### config.mk
export PLATFORM = sky130hd
export DESIGN_NAME = uc_fill_track
export DESIGN_NICKNAME = d
export VERILOG_FILES = /design/src/rtl/uc_pkg.sv /design/src/rtl/uc_window_acc.sv /design/src/rtl/uc_way_alloc.sv /design/src/rtl/uc_fill_track.sv
export SDC_FILE = /design/constraint.sdc
export NUM_CORES = 1
export LEC_CHECK = 0
export ABC_AREA = 1
export ABC_CLOCK_PERIOD_IN_PS = 2520
export BUFFER_PORTS_ARGS = -buffer_cell sky130_fd_sc_hd__buf_2
export CAP_MARGIN = 20
export CORE_UTILIZATION = 56
export CTS_BUF_LIST = sky130_fd_sc_hd__clkbuf_8
export DETAILED_ROUTE_END_ITERATION = 12
export PLACE_DENSITY = 0.83
export SLEW_MARGIN = 20
export SYNTH_ARGS = -nofsm -noshare
export SYNTH_HDL_FRONTEND = slang
export SYNTH_SLANG_ARGS = --single-unit
### constraint.sdc
create_clock -name clk -period 2.52 [get_ports clk]
set_input_delay 0.378 -clock clk [delete_from_list [all_inputs] [get_ports clk]]
set_output_delay 0.378 -clock clk [all_outputs]
set_load 0.01 [all_outputs]
### src/rtl/uc_pkg.sv
package uc_pkg;
    // Reason a held window is closed in a given cycle
    typedef enum logic [1:0] {
        CLS_NONE  = 2'd0,
        CLS_CROSS = 2'd1,
        CLS_FLUSH = 2'd2
    } close_e;
endpackage

### src/rtl/uc_window_acc.sv
module uc_window_acc #(
    parameter int WIN_W = 27,
    parameter int UOP_W = 3,
    parameter int TOT_W = 8
) (
    input  logic             clk,
    input  logic             rst,
    input  logic             in_valid,
    input  logic [WIN_W-1:0] in_win,
    input  logic [UOP_W-1:0] in_uops,
    input  logic             in_last,
    output logic             close_o,
    output logic [WIN_W-1:0] close_win_o,
    output logic [TOT_W-1:0] close_total_o
);
    import uc_pkg::*;

    typedef struct packed {
        logic             open;
        logic             flush;
        logic [WIN_W-1:0] win;
        logic [TOT_W-1:0] total;
    } acc_t;

    acc_t   acc_d, acc_q;
    close_e cause;
    logic   same;
    logic [TOT_W:0] sum;

    always_comb begin
        acc_d = acc_q;
        same  = acc_q.open && !acc_q.flush && (in_win == acc_q.win);
        if (acc_q.open && acc_q.flush)
            cause = CLS_FLUSH;
        else if (acc_q.open && in_valid && (in_win != acc_q.win))
            cause = CLS_CROSS;
        else
            cause = CLS_NONE;
        sum = {1'b0, acc_q.total} + (TOT_W+1)'(in_uops);
        if (in_valid) begin
            if (same) begin
                acc_d.total = sum[TOT_W] ? '1 : sum[TOT_W-1:0];
                acc_d.flush = in_last;
            end else begin
                acc_d.open  = 1'b1;
                acc_d.flush = in_last;
                acc_d.win   = in_win;
                acc_d.total = TOT_W'(in_uops);
            end
        end else if (cause != CLS_NONE) begin
            acc_d.open  = 1'b0;
            acc_d.flush = 1'b0;
            acc_d.total = '0;
        end
    end

    always_ff @(posedge clk) begin
        if (rst) acc_q <= '0;
        else     acc_q <= acc_d;
    end

    assign close_o       = (cause != CLS_NONE);
    assign close_win_o   = acc_q.win;
    assign close_total_o = acc_q.total;

    // accumulating within one window never lowers the total
    p_total_grows_r10: assert property (@(posedge clk) disable iff (rst)
        (in_valid && same) |=> (acc_q.total >= $past(acc_q.total)));

    // a flushed window with no new input leaves nothing held
    p_flush_empties_r4: assert property (@(posedge clk) disable iff (rst)
        (acc_q.flush && !in_valid) |=> !acc_q.open);
endmodule

### src/rtl/uc_way_alloc.sv
module uc_way_alloc #(
    parameter int NWAYS    = 3,
    parameter int WAY_UOPS = 6,
    parameter int TOT_W    = 8,
    parameter int DLV_W    = 6,
    parameter int WAYS_W   = 2,
    parameter int FILL_W   = 3,
    parameter int BEAT_W   = 3
) (
    input  logic [TOT_W-1:0]        total_i,
    output logic                    bypass_o,
    output logic [WAYS_W-1:0]       ways_o,
    output logic [NWAYS*FILL_W-1:0] fill_o,
    output logic [BEAT_W-1:0]       beats_o
);
    localparam int BUDGET = NWAYS * WAY_UOPS;
    localparam logic [TOT_W-1:0] BUDGET_T = TOT_W'(BUDGET);
    localparam logic [TOT_W-1:0] WAY_T    = TOT_W'(WAY_UOPS);

    logic [NWAYS-1:0] used;

    assign bypass_o = (total_i > BUDGET_T);

    for (genvar i = 0; i < NWAYS; i++) begin : g_way
        localparam logic [TOT_W-1:0] LO = TOT_W'(i * WAY_UOPS);
        logic [TOT_W-1:0] rest;
        always_comb begin
            rest = total_i - LO;
            if (bypass_o || total_i <= LO)
                fill_o[i*FILL_W +: FILL_W] = '0;
            else if (rest >= WAY_T)
                fill_o[i*FILL_W +: FILL_W] = FILL_W'(WAY_UOPS);
            else
                fill_o[i*FILL_W +: FILL_W] = FILL_W'(rest);
            used[i] = !bypass_o && (total_i > LO);
        end
    end

    always_comb begin
        ways_o = '0;
        for (int i = 0; i < NWAYS; i++)
            ways_o = ways_o + WAYS_W'(used[i]);
    end

    logic [TOT_W:0] beat_num;
    always_comb begin
        beat_num = {1'b0, total_i} + (TOT_W+1)'(DLV_W - 1);
        beats_o  = bypass_o ? '0 : BEAT_W'(beat_num / (TOT_W+1)'(DLV_W));
    end
endmodule

### src/rtl/uc_fill_track.sv
module uc_fill_track #(
    parameter int ADDR_W    = 32,
    parameter int WIN_BYTES = 32,
    parameter int UOP_W     = 3,
    parameter int TOT_W     = 8,
    parameter int NWAYS     = 3,
    parameter int WAY_UOPS  = 6,
    parameter int DLV_W     = 6
) (
    input  logic                                  clk,
    input  logic                                  rst,
    input  logic                                  in_valid,
    input  logic [ADDR_W-1:0]                     in_addr,
    input  logic [UOP_W-1:0]                      in_uops,
    input  logic                                  in_last,
    output logic                                  rec_valid,
    output logic [ADDR_W-$clog2(WIN_BYTES)-1:0]   rec_window,
    output logic [TOT_W-1:0]                      rec_total,
    output logic                                  rec_bypass,
    output logic [$clog2(NWAYS+1)-1:0]            rec_ways,
    output logic [NWAYS*$clog2(WAY_UOPS+1)-1:0]   rec_fill,
    output logic [$clog2(NWAYS*WAY_UOPS/DLV_W+2)-1:0] rec_beats
);
    localparam int WIN_LSB = $clog2(WIN_BYTES);
    localparam int WIN_W   = ADDR_W - WIN_LSB;
    localparam int WAYS_W  = $clog2(NWAYS + 1);
    localparam int FILL_W  = $clog2(WAY_UOPS + 1);
    localparam int BUDGET  = NWAYS * WAY_UOPS;
    localparam int BEAT_W  = $clog2(BUDGET / DLV_W + 2);

    typedef struct packed {
        logic                    valid;
        logic [WIN_W-1:0]        win;
        logic [TOT_W-1:0]        total;
        logic                    bypass;
        logic [WAYS_W-1:0]       ways;
        logic [NWAYS*FILL_W-1:0] fill;
        logic [BEAT_W-1:0]       beats;
    } rec_t;

    rec_t out_d, out_q;

    logic                    close;
    logic [WIN_W-1:0]        close_win;
    logic [TOT_W-1:0]        close_total;
    logic                    a_bypass;
    logic [WAYS_W-1:0]       a_ways;
    logic [NWAYS*FILL_W-1:0] a_fill;
    logic [BEAT_W-1:0]       a_beats;
    logic                    unused_offset_bits;

    assign unused_offset_bits = ^in_addr[WIN_LSB-1:0];

    uc_window_acc #(.WIN_W(WIN_W), .UOP_W(UOP_W), .TOT_W(TOT_W)) i_acc (
        .clk          (clk),
        .rst          (rst),
        .in_valid     (in_valid),
        .in_win       (in_addr[ADDR_W-1:WIN_LSB]),
        .in_uops      (in_uops),
        .in_last      (in_last),
        .close_o      (close),
        .close_win_o  (close_win),
        .close_total_o(close_total)
    );

    uc_way_alloc #(
        .NWAYS(NWAYS), .WAY_UOPS(WAY_UOPS), .TOT_W(TOT_W), .DLV_W(DLV_W),
        .WAYS_W(WAYS_W), .FILL_W(FILL_W), .BEAT_W(BEAT_W)
    ) i_alloc (
        .total_i (close_total),
        .bypass_o(a_bypass),
        .ways_o  (a_ways),
        .fill_o  (a_fill),
        .beats_o (a_beats)
    );

    always_comb begin
        out_d = '0;
        if (close) begin
            out_d.valid  = 1'b1;
            out_d.win    = close_win;
            out_d.total  = close_total;
            out_d.bypass = a_bypass;
            out_d.ways   = a_ways;
            out_d.fill   = a_fill;
            out_d.beats  = a_beats;
        end
    end

    always_ff @(posedge clk) begin
        if (rst) out_q <= '0;
        else     out_q <= out_d;
    end

    assign rec_valid  = out_q.valid;
    assign rec_window = out_q.win;
    assign rec_total  = out_q.total;
    assign rec_bypass = out_q.bypass;
    assign rec_ways   = out_q.ways;
    assign rec_fill   = out_q.fill;
    assign rec_beats  = out_q.beats;

    // never more ways than the budget allows
    p_ways_bound_r5: assert property (@(posedge clk) disable iff (rst)
        rec_valid |-> (rec_ways <= WAYS_W'(NWAYS)));

    // a non-empty cacheable window always starts filling way 0
    p_first_way_r5: assert property (@(posedge clk) disable iff (rst)
        (rec_valid && !rec_bypass && rec_total != '0) |-> (rec_fill[FILL_W-1:0] != '0));

    // bypass only above budget, and then with no ways
    p_bypass_clean_r6: assert property (@(posedge clk) disable iff (rst)
        (rec_valid && rec_bypass) |-> (rec_total > TOT_W'(BUDGET) && rec_ways == '0));

    // an uncached window needs no delivery cycles
    p_beats_zero_r7: assert property (@(posedge clk) disable iff (rst)
        (rec_valid && rec_bypass) |-> (rec_beats == '0));

    // no record in the cycle after a reset edge
    p_reset_quiet_r8: assert property (@(posedge clk)
        rst |=> !rec_valid);
endmodule

# Word-level counts from Yosys, hierarchy flattened
# Index checks and enable logic that the tools add are counted.
[op_classes] n_addsub=6 multipliers=0 div_mod_pow=1 magnitude_cmp=10 eq_ne=3 n_shift=0 muxes=17 n_bitwise=2 reduce_logical=25
[ops] operator="$mux W51" n=1
[ops] operator="$mux W8" n=4
[ops] operator="$eq A27 B27 Y1" n=1
[ops] operator="$ne A27 B27 Y1" n=1
[ops] operator="$ge A8 B3 Y1 const B" n=3
[ops] operator="$mux W3" n=7
[ops] operator="$reduce_or A3 Y1" n=4
[ops] operator="$reduce_or A4 Y1" n=3
[ops] operator="$add A8 B3 Y9" n=1
[ops] operator="$add A8 B3 Y9 const B" n=1
[ops] operator="$div A9 B3 Y9 const B" n=1
[ops] operator="$gt A8 B1 Y1 const B" n=1
[ops] operator="$gt A8 B3 Y1 const B" n=1
[ops] operator="$gt A8 B4 Y1 const B" n=1
[ops] operator="$gt A8 B5 Y1 const B" n=1
[ops] operator="$le A8 B1 Y1 const B" n=1
[ops] operator="$le A8 B3 Y1 const B" n=1
[ops] operator="$le A8 B4 Y1 const B" n=1
[ops] operator="$logic_and A1 B1 Y1" n=8
[ops] operator="$sub A8 B3 Y8 const B" n=1
[ops] operator="$sub A8 B4 Y8 const B" n=1
[ops] operator="$mux W2" n=3
[ops] operator="$reduce_and A2 Y1" n=2
[ops] operator="$reduce_bool A2 Y1" n=2
[ops] operator="other kinds (8)" n=13
[word_totals] reg_bits=88 latchBits=0 mem_bits_rw=0 mem_bits_ro=0 output_inout_bits=51 wordCells=80 mem_count=0

# Logic depth before layout (Yosys ltp)
[depth] depth_word=7 mapped_depth=21 ltp_nobuf=21

# Cells and area by module
# Synthesis repeated with hierarchy kept, for this count alone.
[hier_totals] cells_unflattened=670 area_unflattened_um2=4682.0
[modules_own_cells] mod="uc_window_acc" instances=1 cells_per_inst=369 area_per_inst_um2=2366.0 seq_area_each_um2=740.7
[modules_own_cells] mod="uc_fill_track" instances=1 cells_per_inst=159 area_per_inst_um2=1481.4 seq_area_each_um2=1021.0
[modules_own_cells] mod="uc_way_alloc" instances=1 cells_per_inst=142 area_per_inst_um2=834.6 seq_area_each_um2=0.0

# Worst setup path before layout
# OpenSTA, ideal clock, no wires.
[synth_timing] path_type="register -> register" from="reg i_acc.acc_q, in the netlist i_acc.close_total_o[3]" to="reg out_q, in the netlist rec_ways[0]" setup_time_ns=0.066 t_arrival_ns=2.030 required_time_ns=2.454 setup_slack_ns=0.423 path_stages_with_launch=11 n_path_buf=1 period_less_slack_ns=2.097 path_cell_list="dfxtp_1 > buf_2 > clkinv_1 > ha_1 > nand2_1 > nand2_1 > nor3_1 > nor3_1 > inv_1 > fa_1 > nor2_1"
[synth_via] elab_chain_cells=5 word_cells_on_any_way=10
[synth_lines] item="start: declaration" line_no="uc_window_acc.sv:25" rtl="acc_t acc_d, acc_q;"
[synth_lines] item="start signal: assignment" line_no="uc_window_acc.sv:58" rtl="if (rst) acc_q <= '0;"
[synth_lines] item="start signal: assignment" line_no="uc_window_acc.sv:59" rtl="else acc_q <= acc_d;"
[synth_lines] item="$gt A8 B5 Y1" line_no="uc_way_alloc.sv:22" rtl="assign bypass_o = (total_i > BUDGET_T);"
[synth_lines] item="$logic_not A1 Y1" line_no="uc_way_alloc.sv:35" rtl="used[i] = !bypass_o && (total_i > LO);"
[synth_lines] item="$logic_and A1 B1 Y1" line_no="uc_way_alloc.sv:35"
[synth_lines] item="$add A1 B1 Y2" line_no="uc_way_alloc.sv:42" rtl="ways_o = ways_o + WAYS_W'(used[i]);"
[synth_lines] item="$add A2 B1 Y2 *" line_no="uc_way_alloc.sv:42"
[synth_lines] item="end signal: assignment" line_no="uc_fill_track.sv:92" rtl="else out_q <= out_d;"
[synth_lines] item="end: declaration" line_no="uc_fill_track.sv:41" rtl="rec_t out_d, out_q;"
# Mark *: on every way between the ends. The rest lies on a longest branch, timed or not.
# A chain may end at the register's enable or synchronous reset.

# Final worst setup path
[layout_timing] from="reg i_acc.acc_q, in the netlist i_acc.close_total_o[0]" to="reg out_q, in the netlist rec_ways[0]"
# Same word-level chain as after synthesis.

==> metrics.txt <==
clock root buffer=clkbuf_8; Synth Flop Type=dfxtp_1; max cap viols=0; Critical Path AT=2510 ps; drt pass-1 iters=4; Layout area overhead=20.5%; sequential power share=53.1%; Gate Count Post-Synth=486; I/O Pins=90; Static Leak=2.29 nW; global-route wire length before repair=14.0 mm; Critical Path Fanout Max=7; max-slew violation count=0; Reg area=1760 um2; CP endpoint kind=flop; worst vdd ir=481 uV; FP Rows=29; DR WL/cell=12.4 um; Sw Ratio=25.8%; count of cell types in the netlist=33; Setup TNS Final=0 ps; number of global-route vias before repair=3,293; Final Hold Viols=0; Crit path required time=2820 ps; Post-Syn Nets=543; synthesized flop and latch total=88; DP HPWL=5.88 mm; global-route usage over all layers=24.1%; crit path launch type=flop; Slew headroom=49.4%; Async S/R FF share, synth=0%; register area share after synthesis=45.5%; n_diodes=0; GRT overflow=0; CP max stage cell=dfxtp_1; CTS Hold Bufs=0; Avg Inst Size Synth=7.96 um2; Num CTS Buffers=9; vias per cell=5.12; crit path time final=2210 ps; vias=3,389; # nets final=637; multi-input logic area=1780 um2; crit-path cells=inv_1, ha_1, o21ai_0, nand2_1, nand2_1, inv_1, nand3_1, fa_1, nor2_1; combinational group share of total power=9.9%; design area=4660 um2; RePlAce Congestion=0.836; htree depth=3; Cell Int Power=2.05 mW; final wirelength=8.18 mm; Psw=0.713 mW; hold crit path type=in -> reg; Final Cycle Share=87.8%; final setup fails=0; CTS max path bufs=2; Initial DRC Count=140; count of buffers from port buffering=84; number of synthesized flops with an enable pin=0; Design Power=2.76 mW; ANT nets after route=0; max frequency=452 MHz; initial antenna violation count=0; layout cells sized above 1=22.9%; Die Ht=85.1 um; total die area=7240 um2; R2R setup slack=310 ps; Worst Clk Skew=9.88 ps; CTS tree=built; pre-CTS setup slack=256 ps; RSZ-0062 raised after global routing=false; CORE AREA=6490 um2; status=completed; Initial Util=59.6%; leading cell types in the layout, fill and taps excluded=87 x dfxtp_1, 84 x buf_2, 67 x nand2_1, 61 x inv_1, 57 x nor2_1; Ys Warns=0; most common cell after layout, fill and taps aside=dfxtp_1; Placed Area=4450 um2; clock power share=37.0%; chip width=85.1 um; slowest cell delay on critical path=480 ps; pin count of the biggest net entering global routing=47; Setup WS post-layout=309 ps; critical path class=reg -> reg; worst-margin pin slew=759 ps; DRC violations left=0; clk slew on worst S/H paths=90 ps; worst skew pair latency=360 ps; filler instances=499; Cell Area, Synth=3870 um2; fin util=71.8%; clk sink count=88; Pwr Density=593 nW/um2
-- kinds of logic (layout without fill, tap and decap cells) --
logic type | after synthesis | in the layout | share of synthesized area, %
adders and majority gates | 18 | 18 | 6.21
and+or+nand+nor | 175 | 175 | 20.4
buffers and inverters | 83 | 182 | 8.41
AOI/OAI and AO/OA | 91 | 91 | 12.5
xor gates and xnor gates | 31 | 31 | 7.02
DFF | 88 | 88 | 45.5
-- cells in the mapped netlist (6+ instances only) --
library cell  count  area [um2]
dfxtp_1          88        1760
nand2_1          67         251
inv_1            61         229
nor2_1           57         214
a21oi_1          45         225
o21ai_0          35         175
nand3_1          19        95.1
xor2_1           18         158
ha_1             16         200
xnor2_1          13         114
buf_2             8        40.0
clkbuf_1          7        26.3
nor4_1            7        43.8
nor3_1            6        30.0
-- sequential cells by signal (all words and copies together), names as in the netlist --
| name | flops |
|---|---|
| rec_total | 8 |
| rec_valid | 1 |
| i_acc.close_total_o | 8 |
| i_acc.acc_q | 2 |
| rec_ways | 2 |
| i_acc.close_win_o | 27 |
| rec_window | 27 |
| rec_beats | 3 |
| rec_bypass | 1 |
| rec_fill | 9 |
-- routing by layer --
| metal | vias to the layer above | global-route usage [%] | routed length, um |
|---|---|---|---|
| li1 | 1738 | - | - |
| met1 | 1533 | 26.2 | 3410 |
| met2 | 100 | 42.7 | 3990 |
| met3 | 18 | 7.98 | 571 |
| met4 | 0 | 10.9 | 200 |
| met5 | - | 0 | 0 |
-- final timing paths --
kind / depth (start not counted) / from / end
worst min-delay path: 3 / in_last / i_acc.acc_q[35]$_SDFFE_PP0P_
worst max register to register: 9 / i_acc.close_total_o[0]$_SDFFE_PP0P_ / rec_ways[0]$_SDFF_PP0_
worst min register to register: 2 / i_acc.close_win_o[6]$_SDFFE_PP0P_ / rec_window[6]$_SDFF_PP0_
worst max-delay path: 9 / i_acc.close_total_o[0]$_SDFFE_PP0P_ / rec_ways[0]$_SDFF_PP0_
-- per-stage QoR --
stage,std cells,hold WS (ps)
finish,662,275
global route,662,281
CTS,662,269
detailed placement,646,455
global placement,646,450
floorplan,486,442
-- power groups by stage --
stage	Combinational [mW]	Clock (mW)	Sequential (mW)
finish	0.273	1.02	1.47
global route	0.310	1.09	1.47
CTS	0.274	1.03	1.47
detailed placement	0.270	0	1.50
global placement	0.260	0	1.50
floorplan	0.167	0	1.50
-- timing repair --
item | CTS | global route
endpoints found under the setup margin | 0 | 1
buffers inserted | 0 | 0
resized for setup | 0 | 1
-- layout make-up --
cell class                      count  area share, %
Multi-Input combinational cell    315           38.2
Sequential cell                    88           37.8
Timing Repair Buffer               99           12.0
Inverter                           67           5.39
Clock buffer                       10           2.95
Tap cell                           77           2.07
Clock inverter                      6           1.61
-- critical path, delay by kind of cell (launching register included) --
family	cells	cell delay, ps
adder cells (fa/ha/maj)	2	680
flip-flops	1	480
buffers and inverters	2	300
AND/OR/NAND/NOR	4	500
AO/OA/AOI/OAI	1	190
No activity file was read; power rests on OpenSTA's default activity.
